### src/rtl/pfr_pkg.sv
package pfr_pkg;
  typedef enum logic [1:0] {
    ST_RUN     = 2'd0,
    ST_FAULT   = 2'd1,
    ST_RECOVER = 2'd2
  } sup_state_e;
endpackage

### src/rtl/pfr_sync.sv
module pfr_sync #(
  parameter int STAGES = 2
) (
  input  logic clk,
  input  logic rst_n,
  input  logic d_i,
  output logic q_o
);
  logic [STAGES-1:0] q_q;

  generate
    if (STAGES == 1) begin : g_single
      always_ff @(posedge clk or negedge rst_n) begin
        if (!rst_n) q_q <= '0;
        else        q_q <= d_i;
      end
    end else begin : g_chain
      always_ff @(posedge clk or negedge rst_n) begin
        if (!rst_n) q_q <= '0;
        else        q_q <= {q_q[STAGES-2:0], d_i};
      end
    end
  endgenerate

  assign q_o = q_q[STAGES-1];
endmodule

### src/rtl/pfr_tick_gen.sv
module pfr_tick_gen #(
  parameter int CLK_PER_MS = 100000
) (
  input  logic clk,
  input  logic rst_n,
  input  logic clr_i,
  output logic tick_o
);
  localparam int CW = (CLK_PER_MS > 1) ? $clog2(CLK_PER_MS) : 1;

  logic [CW-1:0] cnt_q, cnt_d;
  logic          wrap;

  assign wrap = (cnt_q == CW'(CLK_PER_MS - 1));

  always_comb begin
    cnt_d = cnt_q;
    if (clr_i)     cnt_d = '0;
    else if (wrap) cnt_d = '0;
    else           cnt_d = cnt_q + CW'(1);
  end

  always_ff @(posedge clk or negedge rst_n) begin
    if (!rst_n) cnt_q <= '0;
    else        cnt_q <= cnt_d;
  end

  assign tick_o = wrap;

  generate
    if (CLK_PER_MS > 1) begin : g_spacing_chk
      // Ticks are isolated pulses: the base of every millisecond count
      assert_tick_spacing_R3: assert property (@(posedge clk) disable iff (!rst_n)
        tick_o |=> !tick_o) else $error("tick repeated on consecutive cycles");
    end
  endgenerate
endmodule

### src/rtl/pfr_watchdog.sv
module pfr_watchdog #(
  parameter int STEP_MS   = 60,
  parameter int MAX_STEPS = 30,
  parameter int CODE_W    = 5
) (
  input  logic              clk,
  input  logic              rst_n,
  input  logic              en_i,
  input  logic [CODE_W-1:0] code_i,
  input  logic              hold_i,
  input  logic              restart_i,
  input  logic              tick_i,
  output logic              expire_o
);
  localparam int LIMIT_MAX = STEP_MS * MAX_STEPS;
  localparam int CW        = $clog2(LIMIT_MAX + 1);
  localparam logic [CODE_W-1:0] MAX_CODE = CODE_W'(MAX_STEPS);

  logic [CODE_W-1:0] steps;
  logic [CW-1:0]     limit;
  logic [CW-1:0]     cnt_q, cnt_d;

  always_comb begin
    if (code_i == '0)           steps = CODE_W'(1);
    else if (code_i > MAX_CODE) steps = MAX_CODE;
    else                        steps = code_i;
  end

  assign limit = CW'(steps) * CW'(STEP_MS);

  always_comb begin
    cnt_d    = cnt_q;
    expire_o = 1'b0;
    if (hold_i || restart_i || !en_i) begin
      cnt_d = '0;
    end else if (tick_i) begin
      if (cnt_q == limit - CW'(1)) begin
        expire_o = 1'b1;
        cnt_d    = '0;
      end else begin
        cnt_d = cnt_q + CW'(1);
      end
    end
  end

  always_ff @(posedge clk or negedge rst_n) begin
    if (!rst_n) cnt_q <= '0;
    else        cnt_q <= cnt_d;
  end

  assert_no_expire_in_reset_R10: assert property (@(posedge clk) disable iff (!rst_n)
    hold_i |-> !expire_o) else $error("watchdog expired while held");

  assert_expire_needs_enable_R7: assert property (@(posedge clk) disable iff (!rst_n)
    expire_o |-> (en_i && tick_i)) else $error("watchdog expired while disabled or off-tick");
endmodule

### src/rtl/pfr_reset_fsm.sv
module pfr_reset_fsm
  import pfr_pkg::*;
#(
  parameter int RECOV_MS = 50
) (
  input  logic clk,
  input  logic rst_n,
  input  logic fault_i,
  input  logic wd_expire_i,
  input  logic tick_i,
  output logic rst_n_o,
  output logic running_o,
  output logic in_reset_next_o,
  output logic enter_rec_o
);
  localparam int RW = $clog2(RECOV_MS + 1);

  sup_state_e    state_q, state_d;
  logic [RW-1:0] rcnt_q, rcnt_d;
  logic          rst_n_q;

  always_comb begin
    state_d     = state_q;
    rcnt_d      = rcnt_q;
    enter_rec_o = 1'b0;
    unique case (state_q)
      ST_RUN: begin
        if (fault_i) begin
          state_d = ST_FAULT;
        end else if (wd_expire_i) begin
          state_d     = ST_RECOVER;
          rcnt_d      = '0;
          enter_rec_o = 1'b1;
        end
      end
      ST_FAULT: begin
        if (!fault_i) begin
          state_d     = ST_RECOVER;
          rcnt_d      = '0;
          enter_rec_o = 1'b1;
        end
      end
      ST_RECOVER: begin
        if (fault_i) begin
          state_d = ST_FAULT;
          rcnt_d  = '0;
        end else if (tick_i) begin
          if (rcnt_q == RW'(RECOV_MS - 1)) begin
            state_d = ST_RUN;
            rcnt_d  = '0;
          end else begin
            rcnt_d = rcnt_q + RW'(1);
          end
        end
      end
      default: state_d = ST_FAULT;
    endcase
  end

  always_ff @(posedge clk or negedge rst_n) begin
    if (!rst_n) begin
      state_q <= ST_RECOVER;
      rcnt_q  <= '0;
      rst_n_q <= 1'b0;
    end else begin
      state_q <= state_d;
      rcnt_q  <= rcnt_d;
      rst_n_q <= (state_d == ST_RUN);
    end
  end

  assign rst_n_o         = rst_n_q;
  assign running_o       = (state_q == ST_RUN);
  assign in_reset_next_o = (state_d != ST_RUN);

  assert_fault_forces_reset_R2: assert property (@(posedge clk) disable iff (!rst_n)
    fault_i |=> !rst_n_q) else $error("reset not low during supply fault");

  assert_release_on_tick_R3: assert property (@(posedge clk) disable iff (!rst_n)
    $rose(rst_n_q) |-> ($past(tick_i) && !$past(fault_i)))
    else $error("reset released off-tick or during fault");

  assert_wd_expiry_resets_R9: assert property (@(posedge clk) disable iff (!rst_n)
    (wd_expire_i && !fault_i && running_o) |=> !rst_n_q)
    else $error("watchdog expiry did not assert reset");
endmodule

### src/rtl/pfr_supervisor.sv
module pfr_supervisor #(
  parameter int              CLK_PER_MS   = 100000,
  parameter int              RECOV_MS     = 50,
  parameter int              WD_STEP_MS   = 60,
  parameter int              WD_MAX_STEPS = 30,
  parameter int              SYNC_STAGES  = 2,
  parameter int              ADDR_W       = 8,
  parameter logic [ADDR_W-1:0] TRIP_ADDR  = ADDR_W'(8'h18),
  parameter logic [ADDR_W-1:0] WD_ADDR    = ADDR_W'(8'h0C)
) (
  input  logic              clk,
  input  logic              rst_n,
  input  logic              supply_low_i,
  input  logic              cfg_we_i,
  input  logic [ADDR_W-1:0] cfg_addr_i,
  input  logic [7:0]        cfg_wdata_i,
  input  logic              wd_kick_i,
  input  logic              mem_busy_i,
  output logic [1:0]        trip_sel_o,
  output logic              rst_out_n,
  output logic              bus_lock_o,
  output logic              array_lock_o
);
  localparam int CODE_W = 5;

  logic [1:0]        trip_q, trip_d;
  logic              wd_en_q, wd_en_d;
  logic [CODE_W-1:0] wd_code_q, wd_code_d;
  logic              lock_q, lock_d;
  logic              trip_wr, wd_wr;
  logic              fault_s, tick, tick_clr, wd_expire, wd_restart;
  logic              fsm_rst_n, running, in_reset_next, enter_rec;
  logic              unused_wdata;

  assign unused_wdata = ^cfg_wdata_i[6:5];

  assign trip_wr = cfg_we_i && (cfg_addr_i == TRIP_ADDR);
  assign wd_wr   = cfg_we_i && (cfg_addr_i == WD_ADDR);

  always_comb begin
    trip_d    = trip_q;
    wd_en_d   = wd_en_q;
    wd_code_d = wd_code_q;
    if (trip_wr) trip_d = cfg_wdata_i[1:0];
    if (wd_wr) begin
      wd_en_d   = cfg_wdata_i[7];
      wd_code_d = cfg_wdata_i[CODE_W-1:0];
    end
  end

  always_ff @(posedge clk or negedge rst_n) begin
    if (!rst_n) begin
      trip_q    <= '0;
      wd_en_q   <= 1'b0;
      wd_code_q <= '0;
    end else begin
      trip_q    <= trip_d;
      wd_en_q   <= wd_en_d;
      wd_code_q <= wd_code_d;
    end
  end

  pfr_sync #(.STAGES(SYNC_STAGES)) u_sync (
    .clk   (clk),
    .rst_n (rst_n),
    .d_i   (supply_low_i),
    .q_o   (fault_s)
  );

  // Restarts only count while the host is out of reset
  assign wd_restart = running && (wd_kick_i || wd_wr);
  assign tick_clr   = enter_rec || wd_restart;

  pfr_tick_gen #(.CLK_PER_MS(CLK_PER_MS)) u_tick (
    .clk    (clk),
    .rst_n  (rst_n),
    .clr_i  (tick_clr),
    .tick_o (tick)
  );

  pfr_watchdog #(
    .STEP_MS   (WD_STEP_MS),
    .MAX_STEPS (WD_MAX_STEPS),
    .CODE_W    (CODE_W)
  ) u_wdog (
    .clk       (clk),
    .rst_n     (rst_n),
    .en_i      (wd_en_q),
    .code_i    (wd_code_q),
    .hold_i    (!running),
    .restart_i (wd_restart),
    .tick_i    (tick),
    .expire_o  (wd_expire)
  );

  pfr_reset_fsm #(.RECOV_MS(RECOV_MS)) u_fsm (
    .clk             (clk),
    .rst_n           (rst_n),
    .fault_i         (fault_s),
    .wd_expire_i     (wd_expire),
    .tick_i          (tick),
    .rst_n_o         (fsm_rst_n),
    .running_o       (running),
    .in_reset_next_o (in_reset_next),
    .enter_rec_o     (enter_rec)
  );

  // Array closes at the first idle cycle inside reset and stays closed
  always_comb begin
    lock_d = in_reset_next && (lock_q || !mem_busy_i);
  end

  always_ff @(posedge clk or negedge rst_n) begin
    if (!rst_n) lock_q <= 1'b1;
    else        lock_q <= lock_d;
  end

  assign trip_sel_o   = trip_q;
  assign rst_out_n    = fsm_rst_n;
  assign bus_lock_o   = !fsm_rst_n;
  assign array_lock_o = lock_q;

  assert_lock_waits_idle_R5: assert property (@(posedge clk) disable iff (!rst_n)
    $rose(lock_q) |-> !$past(mem_busy_i)) else $error("array locked mid-operation");

  assert_lock_held_R5: assert property (@(posedge clk) disable iff (!rst_n)
    (lock_q && in_reset_next) |=> lock_q) else $error("array lock dropped inside reset");

  assert_trip_write_R6: assert property (@(posedge clk) disable iff (!rst_n)
    trip_wr |=> (trip_sel_o == $past(cfg_wdata_i[1:0]))) else $error("trip field not loaded");
endmodule

### config.mk
export PLATFORM = sky130hd
export DESIGN_NAME = pfr_supervisor
export DESIGN_NICKNAME = d
export VERILOG_FILES = /design/src/rtl/pfr_pkg.sv /design/src/rtl/pfr_sync.sv /design/src/rtl/pfr_tick_gen.sv /design/src/rtl/pfr_watchdog.sv /design/src/rtl/pfr_reset_fsm.sv /design/src/rtl/pfr_supervisor.sv
export SDC_FILE = /design/constraint.sdc
export NUM_CORES = 1
export LEC_CHECK = 0
export ABC_AREA = 1
export BUFFER_PORTS_ARGS = -buffer_cell sky130_fd_sc_hd__buf_2
export CAP_MARGIN = 15
export CORE_UTILIZATION = 55
export DETAILED_ROUTE_END_ITERATION = 8
export PLACE_DENSITY = 0.74
export SYNTH_ARGS = -nofsm -noshare
export SYNTH_HDL_FRONTEND = slang
export SYNTH_SLANG_ARGS = --single-unit
export TNS_END_PERCENT = 30
### constraint.sdc
create_clock -name clk -period 5.39 [get_ports clk]
set_input_delay 0.539 -clock clk [delete_from_list [all_inputs] [get_ports clk]]
set_output_delay 0.539 -clock clk [all_outputs]
set_load 0.03 [all_outputs]
== Word level (Yosys, flattened, before mapping) ==
Cells that the tools add are included.

* Register bits after elaboration: 48

* Add/sub/neg operators: 4
* Magnitude comparators: 1
* Multipliers: 1
* Reduce and logical (&&, ||, !) cells: 20
* Multiplexer cells: 28
* Equality and inequality tests: 11

{| class="wikitable"
|+ Operators with widths
! operator !! count
|-
| 6-bit 2-to-1 mux || 6
|-
| 17-bit 2-to-1 mux || 2
|-
| 11-bit 2-to-1 mux || 3
|-
| 6-bit case mux with 3 select lines || 1
|-
| 17-bit by 1-bit adder with 17-bit output (second input constant) || 1
|-
| 17-bit == test (second input constant) || 1
|-
| 2-bit 2-to-1 mux || 6
|-
| 11-bit by 1-bit adder with 11-bit output (second input constant) || 1
|-
| 11-bit == test || 1
|-
| 11-bit by 1-bit subtractor with 11-bit output (second input constant) || 1
|-
| 5-bit 2-to-1 mux || 2
|-
| 5-bit by 4-bit multiplier with 9-bit output (second input constant) || 1
|-
| 8-bit by 4-bit == test with 1-bit output (second input constant) || 1
|-
| 8-bit by 5-bit == test with 1-bit output (second input constant) || 1
|-
| 6-bit by 1-bit adder with 6-bit output (second input constant) || 1
|-
| 6-bit == test (second input constant) || 1
|-
| 1-bit 2-to-1 mux || 6
|-
| 2-bit case mux with 3 select lines || 1
|-
| 5-bit > comparator (second input constant) || 1
|-
| 5-bit zero test || 1
|-
| 1-bit logical OR || 5
|-
| 5-bit AND reduction || 1
|-
| 1-bit logical AND || 4
|-
| 1-bit zero test || 4
|-
| 9 further kinds || 12
|}

== Depth between registers and ports, before layout ==
Gate-level depths: netlist (run 1).

* Word-level depth: 14
* Mapped depth: 24
* Gate-level depth less buffers: 24

== Hierarchy ==
Synthesis (run 1) repeated with hierarchy kept, for this count alone.

* Cell total of the unflattened synthesis: 528
* Area, all modules: 3708.6 µm²

{| class="wikitable"
|+ By module, submodules not included
! module !! times used !! cells an instance !! area an instance (µm²)
|-
| pfr_watchdog || 1 || 240 || 1564.0
|-
| pfr_tick_gen || 1 || 145 || 1007.2
|-
| pfr_reset_fsm || 1 || 81 || 596.8
|-
| pfr_supervisor || 1 || 60 || 490.5
|-
| pfr_sync || 1 || 2 || 50.0
|}

== Worst setup path after synthesis (run 1) ==
No wires, ideal clock.

* Path type: register to register
* Start: register wd_code_q[1]
* End: register u_fsm.rcnt_q[2]
* Clock period less this slack: 3.805 ns
* Slack: 1.585 ns
* Required time: 5.273 ns
* Path buffers: 0
* Arrival: 3.687 ns
* Cell stages (with the launch flop): 25
* Setup time: 0.117 ns
* Path through: dfrtp_1 ha_1 nand3_2 nand2_2 nand2_4 fa_1 fa_1 fa_1 inv_2 nand3_1 inv_1 nand2_1 nand2_1 nand2_1 nand2_1 nor2_2 nand2_1 nor2_2 nand3_2 nor2_2 nand3_2 nand2_4 nand2_4 nand2_1 nand2_1

* Longest elaborated chain between the ends: 11
* Elaborated cells between the ends (all ways): 12
* Those cells by class: 1 x add/sub; 1 x mul; 1 x order compare; 2 x eq/ne; 5 x mux; 2 x reduce/logical

{| class="wikitable"
|+ RTL lines
! item !! line !! RTL
|-
| start, declared || pfr_supervisor.sv:28 || <nowiki>logic [CODE_W-1:0] wd_code_q, wd_code_d;</nowiki>
|-
| start signal, assigned || pfr_supervisor.sv:59 || <nowiki>wd_code_q <= wd_code_d;</nowiki>
|-
| 5-bit > comparator || pfr_watchdog.sv:25 || <nowiki>else if (code_i > MAX_CODE) steps = MAX_CODE;</nowiki>
|-
| 5-bit 2-to-1 mux || pfr_watchdog.sv:25 ||
|-
| 5-bit 2-to-1 mux * || pfr_watchdog.sv:24 || <nowiki>if (code_i == '0) steps = CODE_W'(1);</nowiki>
|-
| 5-bit by 4-bit multiplier with 9-bit output * || pfr_watchdog.sv:29 || <nowiki>assign limit = CW'(steps) * CW'(STEP_MS);</nowiki>
|-
| 11-bit by 1-bit subtractor with 11-bit output * || pfr_watchdog.sv:37 || <nowiki>if (cnt_q == limit - CW'(1)) begin</nowiki>
|-
| 11-bit == test * || pfr_watchdog.sv:37 ||
|-
| 1-bit 2-to-1 mux * || pfr_watchdog.sv:37 ||
|-
| 1-bit 2-to-1 mux * || pfr_watchdog.sv:36 || <nowiki>end else if (tick_i) begin</nowiki>
|-
| 1-bit 2-to-1 mux * || pfr_watchdog.sv:34 || <nowiki>if (hold_i || restart_i || !en_i) begin</nowiki>
|-
| 2-bit by 1-bit != test with 1-bit output (no line) * || -- ||
|-
| 5-bit AND reduction (no line) * || -- ||
|-
| end signal, assigned || pfr_reset_fsm.sv:67 || <nowiki>rcnt_q <= rcnt_d;</nowiki>
|-
| end, declared || pfr_reset_fsm.sv:19 || <nowiki>logic [RW-1:0] rcnt_q, rcnt_d;</nowiki>
|}

Mark *: on every way between the ends. The rest lies on a longest branch, timed or not.
A chain may end at the register's enable or synchronous reset.

== Final worst setup path (run 1) ==
* Start: register wd_code_q[3]
* End: register u_fsm.rcnt_q[4]

The elaborated chain is that of the path after synthesis.

==> results by group, run 1 <==
Clock tree
  • H-tree Lvls: 2
  • CTS max path bufs: 2
  • Root buf cell: clkbuf_8
  • CTS Hold Bufs: 0
  • CTS sink count: 48
  • Worst-path clk slew: ~0.10 ns
  • Cts repair resizes: 0
  • CTS Buf Count: 5
  • Worst-Skew Late Latency: 0.30 ns
  • CTS tree: yes
  • # Post-CTS Setup Buffers: 0

Timing
  • FMAX: between 200 and 250 MHz
  • Period minus WS final: 4.33 ns
  • Rel. slew slack: approximately half
  • Final Setup Violations: 0
  • Final slew viol count: 0
  • Skew final: roughly 0.012 ns
  • Slew @ Worst Pin: 0.755 ns
  • Setup_tns: 0 ns
  • Fin. Hold Viols: 0
  • RSZ-0062 raised after global routing: no
  • Final period util: between 80% and 90%

Drt
  • Initial DRC count: ~200
  • Final WL: between 6000 and 7000 microns
  • DRC: 0
  • Detailed-route wire length per cell: around 12 microns
  • DR vias: between 2000 and 3000
  • DRT Pass-1 Iters: 4
  • Routed Antenna Nets: 0
  • Vias per cell: between 5 and 6

Floorplan
  • I/O pin cnt: 27
  • Core ar.: 5960 sq um
  • # rows: 28
  • Die Y: 80.9 microns
  • Initial Utilization: 57.5%
  • Total Die Area: 6550 sq um
  • Die Wd: just over 80 microns

Critical path
  • Crit path kind: register to register
  • Critical path launch point type: register
  • Worst path max stage delay: 0.66 ns
  • Crit Path Max Fanout: 10
  • CP arrival: approximately 4.5 ns
  • R2r startpoint: wd_code_q[3]
  • Crit path buf inv count: 2
  • Crit end category: register
  • Worst path slowest cell: dfrtp_1
  • Worst Path Required: 5.59 ns
  • CP cell instances: nand3_2, nand2_2, nand2_4, fa_1, fa_1, fa_1, inv_2, nand3_1, nor2_2, nand3_1, nor2_1, nand3_1, nand2_1, inv_1, nor2_2, nand3_2, nand2_4, nand2_4, nand2_1, nand2_1
  • CP startpoint: wd_code_q[3]
  • Crit path max-delay family: simple AND/OR/NAND/NOR gates

Power and ir drop
  • Maximum VDD drop: 0.170 mV
  • Pwr dens: roughly 280 nW/um^2
  • Part of the power in registers: a little under two fifths
  • Comb pwr share: 36.4%
  • Leakage: roughly 1.8 nW
  • Psw: approximately 0.40 mW
  • Final Power: between 1 and 1.5 mW
  • Switch share: between 30 and 40%
  • Internal Power: about 0.66 mW
  • Clock power share: ~26%

Global routing
  • First-pass GRT wire length: between 10000 and 15000 microns
  • Grt met1 use: 32.4%
  • Number of global-route vias before repair: 2732
  • Total grt overflow: 0
  • Met3 Usage GRT: under 10%
  • Peak-usage layer in the global routing report: met2
  • Total track usage: 22.9%
  • Largest net degree at the start of global routing: 49
  • Initial antenna violation count: 0
  • Met2 usage: between 30 and 40%

Synthesis
  • #FFs+latches synth: between 40 and 50
  • Netlist cell types: 31
  • Synth Instances: 465
  • Mapped Area: about 3400 sq um
  • Mean post-synth cell area: around 7.4 sq um
  • Sequential area share after synthesis: 35.1%
  • YS warnings: 0
  • Syn Nets: roughly 500

Cells and area
  • Area of the multi-input gates: 1940 sq um
  • # fillers: 533
  • Area delta synth->final: 9.13%
  • Sequential Area: 1200 sq um
  • Ant. Diodes: 0
  • Fin nets: approximately 540
  • Share of layout cells above drive strength 1: between 10% and 20%

Place
  • Routability congestion estimate: between 0.8 and 0.9
  • Hpwl dp: around 5100 microns
  • Number of buffers added on ports: 24

Worst hold path
  • Worst Hold Class: input port to asynchronous set/reset pin

Run status
  • Status: finished clean

Job
  • Max-cap viol count: 0
flip-flops by register name, summed over array words and instances, names as in the netlist, 2 cells and up:
register,flops
wd_code_q,5
u_fsm.rcnt_q,6
u_tick.cnt_q,17
u_sync.q_q,2
trip_sel_o,2
u_wdog.cnt_q,11
u_fsm.state_q,2
cells in the mapped netlist:
library cell	n	area (sq um)
nand2_1	116	435
dfrtp_1	46	1150
o21ai_1	11	55.1
fa_1	7	140
mux2_2	2	22.5
nor3_2	1	10.0
dfstp_2	2	52.6
clkbuf_1	4	15.0
nand2_4	3	33.8
ha_1	16	200
clkinv_1	3	11.3
buf_6	1	11.3
buf_2	1	5.00
nor4_1	9	56.3
nor3_4	1	16.3
nand2_2	3	18.8
nor2_2	6	37.5
o21ai_0	10	50.1
inv_1	58	218
o31ai_1	1	7.51
inv_2	4	15.0
nand3_1	51	255
nand3_2	5	50.1
nor2_1	55	206
xnor2_1	6	52.6
a21oi_1	7	35.0
or2_1	1	6.26
nand4_1	10	62.6
clkinv_2	1	5.00
xor2_1	19	166
nor3_1	5	25.0
cell type report:
class                           instances  area share (%)
Sequential cell                        48            32.2
Timing Repair Buffer                   26            3.61
Multi-Input combinational cell        345            52.0
Inverter                               66            6.66
Clock inverter                          3            1.24
Tap cell                               75            2.51
Clock buffer                            5            1.84
placed cells by master, fill, tap and decap left out, types with 11 or more instances in the layout:
master / instances
inv_1: 58
ha_1: 16
buf_2: 24
o21ai_1: 11
dfrtp_1: 46
nor2_1: 55
nand3_1: 51
nand2_1: 116
xor2_1: 19
power groups by stage:
stage | Sequential [mW] | Combinational [mW] | Clock (mW)
6_report | 0.402 | 0.385 | 0.270
5_1_grt | 0.405 | 0.443 | 0.290
4_1_cts | 0.402 | 0.385 | 0.277
3_5_place_dp | 0.409 | 0.383 | 0
3_3_place_gp | 0.409 | 0.373 | 0
2_1_floorplan | 0.412 | 0.297 | 0
final timing paths:
path                            slack, ns  depth (start not counted)               end
worst max-delay path                 1.06                         20   u_fsm.rcnt_q[4]
worst min-delay path                 0.32                          2  u_tick.cnt_q[14]
worst max register to register       1.06                         20   u_fsm.rcnt_q[4]
worst min register to register       0.37                          0     u_sync.q_q[1]
max in group asynchronous            4.63                          2   u_wdog.cnt_q[8]
min in group clk                     0.34                          1     u_sync.q_q[0]
layer usage:
| metal | share of wire (%) | vias up |
|---|---|---|
| met5 | 0 | - |
| met4 | 0.97 | 0 |
| met3 | 2.8 | 7 |
| met2 | 46 | 37 |
| met1 | 51 | 1362 |
| li1 | - | 1533 |
per-stage QoR:
stage / setup WS (ns) / hold slack, ns / cell area (sq um) / utilization (%) / std cells
3_5_place_dp: 1.08 / 0.352 / 3620 / 60.9 / 560
4_1_cts: 1.05 / 0.333 / 3740 / 62.8 / 568
6_report: 1.06 / 0.322 / 3740 / 62.8 / 568
5_1_grt: 0.687 / 0.324 / 3740 / 62.8 / 568
2_1_floorplan: 1.59 / 0.243 / 3430 / - / 465
3_3_place_gp: 1.11 / 0.339 / 3620 / 60.9 / 560
logic make-up (layout without fill, tap and decap cells):
kind of cell | after synthesis | count (layout) | synth area share (%)
xor+xnor | 25 | 25 | 6.39
flops | 48 | 48 | 35.1
fa+ha+maj | 23 | 23 | 9.93
simple gates | 266 | 266 | 35.4
mux | 2 | 2 | 0.657
compound gates | 29 | 29 | 4.31
buf+inv | 72 | 100 | 8.18
(Power assumes the default switching activity.)
==> run 2, diff against run 1 <==
--- a/config.mk
+++ b/config.mk
@@ -10,7 +10,7 @@
 export CAP_MARGIN = 15
 export CORE_UTILIZATION = 55
 export DETAILED_ROUTE_END_ITERATION = 8
-export PLACE_DENSITY = 0.74
+export PLACE_DENSITY = 0.77
 export SYNTH_ARGS = -nofsm -noshare
 export SYNTH_HDL_FRONTEND = slang
 export SYNTH_SLANG_ARGS = --single-unit
==> constraint.sdc (replaced) <==
create_clock -name clk -period 3.7 [get_ports clk]
set_input_delay 0.37 -clock clk [delete_from_list [all_inputs] [get_ports clk]]
set_output_delay 0.37 -clock clk [all_outputs]
set_load 0.03 [all_outputs]
==> results by group, run 2 (same netlist as run 1, synthesis figures left out) <==
Power and ir drop
  • Switch share: 37.6% (-0.33 points)
  • Clock power share: 26.7% (+1.1 points)
  • Final Power: 1.74 mW (+65%)
  • Pwr dens: 428 nW/um^2 (+51%)
  • Psw: 0.657 mW (+64%)
  • Maximum VDD drop: 0.411 mV (+140%)
  • Leakage: 1.94 nW (+7.1%)
  • Internal Power: 1.09 mW (+66%)
  • Comb pwr share: 39.9% (+3.5 points)
  • Part of the power in registers: 33.4% (-4.6 points)

Floorplan
  • I/O pin cnt: 27 (unchanged)
  • Core ar.: 5960 sq um (unchanged)
  • Initial Utilization: 57.5% (unchanged)
  • Total Die Area: 6550 sq um (unchanged)
  • # rows: 28 (unchanged)
  • Die Wd: 80.9 microns (unchanged)
  • Die Y: 80.9 microns (unchanged)

Drt
  • Initial DRC count: 156 (-23%)
  • DRC: 0 (unchanged)
  • DRT Pass-1 Iters: 4 (unchanged)
  • Final WL: 7470 microns (+11%)
  • DR vias: 3138 (+6.8%)
  • Vias per cell: 5.35 (+3.3%)
  • Routed Antenna Nets: 0 (unchanged)
  • Detailed-route wire length per cell: 12.7 microns (+7.8%)

Clock tree
  • CTS tree: yes
  • CTS max path bufs: 2 (unchanged)
  • CTS sink count: 48 (unchanged)
  • CTS Buf Count: 5 (unchanged)
  • H-tree Lvls: 2 (unchanged)
  • Worst-Skew Late Latency: 0.31 ns (about the same)
  • Worst-path clk slew: 0.11 ns (about the same)
  • Root buf cell: clkbuf_8

Timing
  • Final Setup Violations: 37 (+37)
  • Final period util: 105% (+25 points)
  • Hold WS: 0.170 ns (-0.152 ns)
  • RSZ-0062 raised after global routing: yes
  • Slew @ Worst Pin: 0.804 ns (+0.0487 ns)
  • Fin. Hold Viols: 0 (unchanged)
  • Skew final: 0.0145 ns (+0.00198 ns)
  • Rel. slew slack: 46.2% (-3.3 points)
  • FMAX: 256 MHz (+11%)
  • Setup ws final: -0.199 ns (-1.25 ns)
  • Final slew viol count: 0 (unchanged)
  • Period minus WS final: 3.90 ns (-0.435 ns)

Worst hold path
  • Worst Hold Class: input port to register

Critical path
  • Worst Path Required: 3.91 ns (-1.68 ns)
  • Critical Path Most Common Cell: nand2_4
  • Crit path max-delay family: adder cells
  • Crit path buf inv count: 2 (unchanged)
  • Crit end category: register
  • Worst path max stage delay: 0.59 ns (-0.07 ns)
  • Crit Path Max Fanout: 7 (-3)
  • Crit path kind: register to register
  • Critical path launch point type: register
  • CP arrival: 4.11 ns (-0.43 ns)
  • Worst path slowest cell: fa_1
  • CP cell instances: ha_2, nand3_4, nand2_4, nand2_4, fa_1, fa_1, fa_2, inv_2, nand3_4, nor2_4, buf_4, nand3_1, nand2_1, nor2_2, nor2_2, nand3_2, nor2_2, nand3_2, nand2_4, nand2_4, nand2_2, nand2_1

Cells and area
  • Cell area after layout: 4080 sq um (+9.0%)
  • Largest registers: u_tick.cnt_q: 17 flops, u_wdog.cnt_q: 11 flops, u_fsm.rcnt_q: 6 flops
  • Sequential Area: 1200 sq um (unchanged)
  • Largest register FFs: 17 (unchanged)
  • Area of the multi-input gates: 2090 sq um (+7.8%)
  • Fin nets: 556 (+3.5%)
  • Area delta synth->final: 18.9%
  • Largest register by flop count: u_tick.cnt_q
  • Post-route insts no fill: 587 (+3.3%)
  • Share of layout cells above drive strength 1: 21.1% (+8.5 points)
  • Commonest non-fill, non-tap cell in the layout: nand2_1
  • Core Util, Final: 68.4% (+5.6 points)
  • Most frequent cells in the layout: nand2_1, inv_1, nand3_1
  • Ant. Diodes: 0 (unchanged)
  • # fillers: 508 (-4.7%)

Place
  • Number of buffers added on ports: 24 (unchanged)
  • Hpwl dp: 5360 microns (+5.6%)
  • # placed instances: 574 (+2.5%)
  • Routability congestion estimate: 0.868 (-0.61%)
  • Placed instance area: 3730 sq um (+2.9%)

Run status
  • Status: complete, but fails checks
  • Failing checks: setup timing

Global routing
  • Total track usage: 24.9% (+2.0 points)
  • First-pass GRT wire length: 12700 microns (+7.4%)
  • Grt met1 use: 31.3% (-1.0 points)
  • Met3 Usage GRT: 3.82% (+0.45 points)
  • Met2 usage: 43.8% (+6.8 points)
  • Peak-usage layer in the global routing report: met2
  • Initial antenna violation count: 0 (unchanged)
  • Largest net degree at the start of global routing: 49 (unchanged)
  • Number of global-route vias before repair: 2907 (+6.4%)
  • Total grt overflow: 0 (unchanged)

Job
  • Max-cap viol count: 0 (unchanged)
run 2: timing repair:
action	4_1_cts	5_1_grt
endpoints found under the setup margin	36	37
pin swaps	3	7
buffers inserted	1	2
hold buffers	0	1
endpoints found under the hold margin	0	12
gates resized for setup	9	32
run 2: final cells by class:
class | count | area share, %
timing repair buffer | 45 | 7.28
multi-input combinational | 345 | 51.4
sequential | 48 | 29.5
clock buffer | 5 | 1.69
inverter | 66 | 6.11
clock inverter | 3 | 1.69
tap | 75 | 2.30
run 2: power groups by stage:
stage / Combinational (mW) / Clock [mW] / Sequential [mW]
3_3_place_gp: 0.578 / 0 / 0.590
2_1_floorplan: 0.431 / 0 / 0.600
6_report: 0.696 / 0.466 / 0.583
4_1_cts: 0.620 / 0.471 / 0.582
5_1_grt: 0.779 / 0.494 / 0.588
3_5_place_dp: 0.596 / 0 / 0.592
run 2: path summary, 6_finish.rpt:
| check | from | endpoint | slack (ns) | cells past startpoint |
|---|---|---|---|---|
| max in group asynchronous | rst_n | array_lock_o | 2.63 | 3 |
| worst max-delay path | wd_code_q[2] | u_fsm.rcnt_q[1] | -0.20 | 22 |
| min in group asynchronous | rst_n | wd_code_q[4] | 0.48 | 2 |
| worst min-delay path | supply_low_i | u_sync.q_q[0] | 0.17 | 1 |
| worst max register to register | wd_code_q[2] | u_fsm.rcnt_q[1] | -0.20 | 22 |
| worst min register to register | u_sync.q_q[0] | u_sync.q_q[1] | 0.36 | 0 |
run 2: worst reg2reg max path, stage by stage, from the launching register on:
cell,delay [ns]
dfrtp_1,0.38
ha_2,0.20
nand3_4,0.11
nand2_4,0.09
nand2_4,0.05
fa_1,0.48
fa_1,0.59
fa_2,0.46
inv_2,0.10
nand3_4,0.10
nor2_4,0.13
buf_4,0.13
nand3_1,0.10
nand2_1,0.10
nor2_2,0.04
nor2_2,0.11
nand3_2,0.09
nor2_2,0.11
nand3_2,0.08
nand2_4,0.12
nand2_4,0.08
nand2_2,0.09
nand2_1,0.05
run 2: through the flow:
| step | TNS [ns] | setup slack (ns) |
|---|---|---|
| CTS | -1.01 | -0.0963 |
| floorplan | 0 | 0.00734 |
| global placement | -2.03 | -0.110 |
| global route | -11.33 | -0.379 |
| finish | -3.70 | -0.199 |
| detailed placement | -4.67 | -0.212 |
run 2: per-layer routing:
layer  wire (microns)  share of wire [%]
met1             3270                 44
met2             3790                 51
met3              260                3.5
met4              155                2.1
met5                0                  0
